===== src/rtl/arr_pkg.sv =====
package arr_pkg;

    // One-hot routing target
    typedef enum logic [2:0] {
        TGT_NONE   = 3'b000,
        TGT_DRAM   = 3'b001,
        TGT_DEV_LO = 3'b010,
        TGT_DEV_HI = 3'b100
    } tgt_e;

    // Boundary register select
    typedef enum logic {
        BSEL_LOW  = 1'b0,
        BSEL_HIGH = 1'b1
    } bsel_e;

    // Routing decision carried through the output stage
    typedef struct packed {
        tgt_e tgt;
        logic rsvd;
    } decision_t;

    localparam int unsigned FOURG_BIT = 32;

    function automatic decision_t make_dec(input tgt_e t, input logic r);
        decision_t d;
        d.tgt  = t;
        d.rsvd = r;
        return d;
    endfunction

endpackage


===== src/rtl/arr_bound_regs.sv =====
module arr_bound_regs
    import arr_pkg::*;
#(
    parameter int unsigned ADDR_W     = 64,
    parameter int unsigned GRAN_SHIFT = 20,
    localparam int unsigned LO_W      = FOURG_BIT - GRAN_SHIFT,
    localparam int unsigned HI_W      = ADDR_W - GRAN_SHIFT
) (
    input  logic              clk,
    input  logic              rst,
    input  logic              cfg_we,
    input  logic              cfg_sel,
    input  logic [ADDR_W-1:0] cfg_data,
    output logic [LO_W-1:0]   lo_bound,
    output logic [HI_W-1:0]   hi_bound
);

    logic unused_gran_bits;
    assign unused_gran_bits = ^cfg_data[GRAN_SHIFT-1:0];

    logic wr_lo, wr_hi;
    assign wr_lo = cfg_we && (bsel_e'(cfg_sel) == BSEL_LOW);
    assign wr_hi = cfg_we && (bsel_e'(cfg_sel) == BSEL_HIGH);

    always_ff @(posedge clk) begin
        if (rst) begin
            lo_bound <= '0;
        end else if (wr_lo) begin
            lo_bound <= cfg_data[FOURG_BIT-1:GRAN_SHIFT];
        end
    end

    always_ff @(posedge clk) begin
        if (rst) begin
            hi_bound <= '0;
        end else if (wr_hi) begin
            hi_bound <= cfg_data[ADDR_W-1:GRAN_SHIFT];
        end
    end

endmodule


===== src/rtl/arr_classify.sv =====
module arr_classify
    import arr_pkg::*;
#(
    parameter int unsigned ADDR_W     = 64,
    parameter int unsigned GRAN_SHIFT = 20,
    parameter int unsigned PHYS_W     = 46,
    localparam int unsigned LO_W      = FOURG_BIT - GRAN_SHIFT,
    localparam int unsigned HI_W      = ADDR_W - GRAN_SHIFT
) (
    input  logic [ADDR_W-1:0] addr,
    input  logic [LO_W-1:0]   lo_bound,
    input  logic [HI_W-1:0]   hi_bound,
    output decision_t         dec
);

    logic unused_addr_lo;
    assign unused_addr_lo = ^addr[GRAN_SHIFT-1:0];

    logic beyond_phys;
    generate
        if (PHYS_W < ADDR_W) begin : g_rsvd
            assign beyond_phys = |addr[ADDR_W-1:PHYS_W];
        end else begin : g_no_rsvd
            assign beyond_phys = 1'b0;
        end
    endgenerate

    logic below_4g, lo_in_dram, hi_in_dram;
    assign below_4g   = ~|addr[ADDR_W-1:FOURG_BIT];
    assign lo_in_dram = addr[FOURG_BIT-1:GRAN_SHIFT] < lo_bound;
    assign hi_in_dram = addr[ADDR_W-1:GRAN_SHIFT] < hi_bound;

    always_comb begin
        if (beyond_phys) begin
            dec = make_dec(TGT_DEV_HI, 1'b1);
        end else if (below_4g) begin
            dec = make_dec(lo_in_dram ? TGT_DRAM : TGT_DEV_LO, 1'b0);
        end else begin
            dec = make_dec(hi_in_dram ? TGT_DRAM : TGT_DEV_HI, 1'b0);
        end
    end

endmodule


===== src/rtl/arr_out_stage.sv =====
module arr_out_stage
    import arr_pkg::*;
#(
    parameter int unsigned ADDR_W = 64
) (
    input  logic              clk,
    input  logic              rst,
    input  logic              in_valid,
    input  logic [ADDR_W-1:0] in_addr,
    input  decision_t         in_dec,
    output logic              out_valid,
    output logic [ADDR_W-1:0] out_addr,
    output decision_t         out_dec
);

    always_ff @(posedge clk) begin
        if (rst) begin
            out_valid <= 1'b0;
            out_dec   <= make_dec(TGT_NONE, 1'b0);
        end else begin
            out_valid <= in_valid;
            if (in_valid) begin
                out_dec <= in_dec;
            end
        end
    end

    always_ff @(posedge clk) begin
        if (in_valid) begin
            out_addr <= in_addr;
        end
    end

endmodule


===== src/rtl/arr_router.sv =====
module arr_router
    import arr_pkg::*;
#(
    parameter int unsigned ADDR_W     = 64,
    parameter int unsigned GRAN_SHIFT = 20,
    parameter int unsigned PHYS_W     = 46,
    localparam int unsigned LO_W      = FOURG_BIT - GRAN_SHIFT,
    localparam int unsigned HI_W      = ADDR_W - GRAN_SHIFT
) (
    input  logic              clk,
    input  logic              rst,
    input  logic              cfg_we,
    input  logic              cfg_sel,
    input  logic [ADDR_W-1:0] cfg_data,
    input  logic              req_valid,
    input  logic [ADDR_W-1:0] req_addr,
    output logic              rsp_valid,
    output logic [ADDR_W-1:0] rsp_addr,
    output logic [2:0]        rsp_tgt,
    output logic              rsp_rsvd
);

    logic [LO_W-1:0] lo_bound;
    logic [HI_W-1:0] hi_bound;
    decision_t       dec_now;
    decision_t       dec_q;

    arr_bound_regs #(
        .ADDR_W    (ADDR_W),
        .GRAN_SHIFT(GRAN_SHIFT)
    ) u_bounds (
        .clk     (clk),
        .rst     (rst),
        .cfg_we  (cfg_we),
        .cfg_sel (cfg_sel),
        .cfg_data(cfg_data),
        .lo_bound(lo_bound),
        .hi_bound(hi_bound)
    );

    arr_classify #(
        .ADDR_W    (ADDR_W),
        .GRAN_SHIFT(GRAN_SHIFT),
        .PHYS_W    (PHYS_W)
    ) u_classify (
        .addr    (req_addr),
        .lo_bound(lo_bound),
        .hi_bound(hi_bound),
        .dec     (dec_now)
    );

    arr_out_stage #(
        .ADDR_W(ADDR_W)
    ) u_out (
        .clk      (clk),
        .rst      (rst),
        .in_valid (req_valid),
        .in_addr  (req_addr),
        .in_dec   (dec_now),
        .out_valid(rsp_valid),
        .out_addr (rsp_addr),
        .out_dec  (dec_q)
    );

    assign rsp_tgt  = dec_q.tgt;
    assign rsp_rsvd = dec_q.rsvd;

endmodule


===== config.mk =====
export PLATFORM = sky130hd
export DESIGN_NAME = arr_router
export DESIGN_NICKNAME = d
export VERILOG_FILES = /design/src/rtl/arr_pkg.sv /design/src/rtl/arr_bound_regs.sv /design/src/rtl/arr_classify.sv /design/src/rtl/arr_out_stage.sv /design/src/rtl/arr_router.sv
export SDC_FILE = /design/constraint.sdc
export NUM_CORES = 1
export LEC_CHECK = 0
export BUFFER_PORTS_ARGS = -buffer_cell sky130_fd_sc_hd__buf_2
export CAP_MARGIN = 0
export CORE_MARGIN = 2
export CORE_UTILIZATION = 49
export DETAILED_ROUTE_END_ITERATION = 6
export PLACE_DENSITY = 0.79
export SLEW_MARGIN = 25
export SYNTH_ARGS = -nofsm -noshare
export SYNTH_HDL_FRONTEND = slang
export SYNTH_SLANG_ARGS = --single-unit

===== constraint.sdc =====
create_clock -name clk -period 2.3 [get_ports clk]
set_input_delay 0.345 -clock clk [delete_from_list [all_inputs] [get_ports clk]]
set_output_delay 0.345 -clock clk [all_outputs]
set_load 0.005 [all_outputs]

==> results.md <==
* Run status: completed
* Kind of start point of the critical path: flip-flop
* Latest clock arrival within the worst-skew pair at 0.51 ns
* Setup repair after global routing missed its margin: false
* Antenna violations before repair at 0
* Hold Path End: u_out.out_addr[19]
* Proportion of layout cells with a drive suffix above 1 at 29.8%
* Total Routing Usage GR at 22.5%
* Root buffer cell: sky130_fd_sc_hd__clkbuf_8
* Slew Limit Headroom at 62.1%
* Final critical path time including I/O delays and setup at 2.16 ns
* Kind of critical path: reg -> reg
* Leakage power summed over all cells at 3.08 nW
* Commonest cells after routing, fill and taps aside: sky130_fd_sc_hd__buf_2, sky130_fd_sc_hd__nand2_1, sky130_fd_sc_hd__a21oi_1, sky130_fd_sc_hd__edfxtp_1, sky130_fd_sc_hd__dfxtp_1
* Ys flop type: sky130_fd_sc_hd__edfxtp_1
* Synthesized cell area at 5460 um2
* Worst-case reg-to-reg path depth at 9
* Critical R2R Launch: u_bounds.hi_bound[33]
* Vert. Die Dim at 110 um
* Wire length of the first global-routing pass at 20600 um
* Routability-driven placement congestion ratio at 0.889
* Number of vias per cell after detailed routing at 5.02
* Sequential cell area fraction in the yosys report at 57.5%
* Worst min-delay path category: in -> reg
* Worst Hold Launch: req_addr[19]
* Minimum setup slack among reg-to-reg paths at 0.14 ns
* Max cap viols at 0
* Maximum clock frequency at 464 MHz
* Critical-path maximum fanout at 2
* Seq cells post-synth at 125
* Worst Tran Pin Value at 0.569 ns
* Overflow left after global routing at 0
* Average routed wire per standard cell at 14.6 um
* Total power per unit cell area at 786 nW/um2
* Data required time of the worst path at 2.67 ns
* Footprint of the multi-input gates at 2040 um2
* Count of final setup violators at 0
* Largest area contributor in the netlist: sky130_fd_sc_hd__edfxtp_1
* Number of enable flip-flop cells after synthesis at 64
* Core area at 10800 um2
* Fill cell count at 847
* Number of distinct library cell variants in the gate-level netlist after synthesis at 32
* Synthesized netlist cell count at 536
* Final wirelength at 13100 um
* Top-area cell type share of the netlist area at 35.2%
* Number of hold-slack violations in the final timing report at 0
* Register Area at 3140 um2
* Sink count of the clock tree at 125
* Synth-to-layout area growth at 33.9%
* Net count of the finished layout at 930
* CTS H-Tree Depth at 4
* Worst Hold Depth at 1
* Clock-pin slew of the registers on the worst-case setup and hold paths at 0.06 ns
* Remaining antenna violation count at 0
* Worst setup EP type: flip-flop
* Width of the die at 110 um
* Cts bufs inserted at 17
* 1st-iter DRT viols at 188
* Core Rows at 38
* Number of pins exceeding their max-slew limit in the final report at 0
* Worst flop-to-flop path endpoint: u_out.out_dec[3]
* Fraction of the cycle the final worst path needs at 93.8%
* Top-level I/O count at 202
* Maximum root-to-sink buffer count at 2
* Nets in the synthesized netlist at 723
* Data arrival, critical path at 2.53 ns
* Number of warnings issued by yosys at 0
* CTS tree: done
* Syn avg cell area at 10.2 um2
* Final Skew at 0.00803 ns
* FFs w/ async S/R, synth at 0%
* Most frequent standard cell in the layout excluding fill and tap cells: sky130_fd_sc_hd__buf_2
* Vias at 4500
* Initial DRT Pass Iterations at 5
* Final worst hold slack at 0.0346 ns
* Via count of the first global-routing pass at 4575
* DRC violations left at 0
* Pin count of the biggest net entering global routing at 46
* Detailed placement HPWL at 9620 um
* Total die area at 12000 um2
* Total of buffers placed on input and output ports at 181
* Effective utilization at floorplan at 50.4%
* Largest voltage drop on the vdd net at 0.643 mV
* Summed negative setup slack over all endpoints at 0 ns
* Main area contributors after synthesis: sky130_fd_sc_hd__edfxtp_1, sky130_fd_sc_hd__dfxtp_1, sky130_fd_sc_hd__ha_1, sky130_fd_sc_hd__nand2_1, sky130_fd_sc_hd__a21oi_1
* Inserted Diodes at 0
-- report_power, final --
group,internal (W),switching [W]
clock network,0.00166,0.000932
logic,0.000285,0.000334
registers,0.00249,0.0000439
-- cell families (layout without fill, tap and decap cells) --
group	Yosys count	in the layout	synth area share, %
simple gates	183	183	15.1
flops	125	125	57.5
compound gates	100	100	9.94
buf+inv	74	294	5.09
fa+ha+maj	54	54	12.4
-- cell type report --
cell class	count	share of cell area, %
Sequential cell	125	43.0
Inverter	56	2.87
Tap cell	140	2.39
Clock inverter	13	2.02
Timing Repair Buffer	206	15.9
Clock buffer	19	5.90
Multi-Input combinational cell	337	27.9
-- metal layers --
metal / wire (um) / up-vias / global-route usage [%]
met1: 5230 / 2047 / 25.3
met5: 0 / - / 0
met3: 1110 / 20 / 7.29
li1: - / 2268 / -
met2: 6550 / 165 / 39.7
met4: 199 / 0 / 8.23
-- worst max-delay path by stage --
stage | startpoint | endpoint | slack, ns | cells after the start
6_report | u_bounds.hi_bound[33] | u_out.out_dec[3] | 0.14 | 9
5_1_grt | u_bounds.hi_bound[35] | u_out.out_dec[1] | 0.03 | 9
4_1_cts | u_bounds.hi_bound[33] | u_out.out_dec[3] | 0.17 | 9
3_5_place_dp | req_addr[53] | u_out.out_dec[3] | 0.06 | 9
3_3_place_gp | req_addr[55] | u_out.out_dec[1] | 0.12 | 9
2_1_floorplan | req_addr[55] | u_out.out_dec[1] | 0.51 | 8
-- cell usage after synthesis, types with 2 or more instances --
cell / number
sky130_fd_sc_hd__a211oi_1: 6
sky130_fd_sc_hd__edfxtp_1: 64
sky130_fd_sc_hd__nor2b_1: 5
sky130_fd_sc_hd__and4_1: 2
sky130_fd_sc_hd__o21ai_0: 9
sky130_fd_sc_hd__a221oi_1: 2
sky130_fd_sc_hd__ha_1: 54
sky130_fd_sc_hd__nor4_1: 8
sky130_fd_sc_hd__nor2_1: 14
sky130_fd_sc_hd__nor3_1: 2
sky130_fd_sc_hd__clkbuf_1: 18
sky130_fd_sc_hd__nand4_1: 6
sky130_fd_sc_hd__nand3_1: 4
sky130_fd_sc_hd__nand2_1: 130
sky130_fd_sc_hd__o22ai_1: 2
sky130_fd_sc_hd__nor3_2: 3
sky130_fd_sc_hd__nand4_2: 3
sky130_fd_sc_hd__dfxtp_1: 61
sky130_fd_sc_hd__inv_1: 56
sky130_fd_sc_hd__a21o_1: 2
sky130_fd_sc_hd__o21ai_1: 3
sky130_fd_sc_hd__a21oi_1: 72
-- repair_timing --
item | CTS | global route
hold buffers | 19 | 0
endpoints found under the hold margin | 19 | 0
gates resized for setup | 0 | 0
setup buffers | 0 | 0
-- per-stage QoR --
| stage | std cells | power, W | setup slack [ns] | cell area (um2) | util, % |
|---|---|---|---|---|---|
| after floorplan | 536 | 0.00285 | 0.513 | 5460 | - |
| after global placement | 845 | 0.00314 | 0.121 | 6550 | 60.4 |
| after detailed placement | 845 | 0.00317 | 0.0580 | 6550 | 60.4 |
| after CTS | 896 | 0.00580 | 0.170 | 7310 | 67.5 |
| after global routing | 896 | 0.00599 | 0.0342 | 7310 | 67.5 |
| final | 896 | 0.00575 | 0.144 | 7310 | 67.5 |
-- sequential cells by signal, summed over array words and instances (netlist names) --
register,cells
u_bounds.hi_bound,44
u_out.out_valid,1
u_out.out_dec,4
u_out.out_addr,64
u_bounds.lo_bound,12
-- critical path, stage by stage, from the launching register on --
cell and delay (ns):
sky130_fd_sc_hd__dfxtp_1 0.33, sky130_fd_sc_hd__inv_1 0.06, sky130_fd_sc_hd__ha_1 0.31, sky130_fd_sc_hd__a211oi_1 0.25, sky130_fd_sc_hd__nor2_1 0.09, sky130_fd_sc_hd__o21ai_1 0.16
sky130_fd_sc_hd__nand2_1 0.08, sky130_fd_sc_hd__o41ai_1 0.41, sky130_fd_sc_hd__and4_4 0.30, sky130_fd_sc_hd__nor3_2 0.04
(Power assumes the default switching activity.)
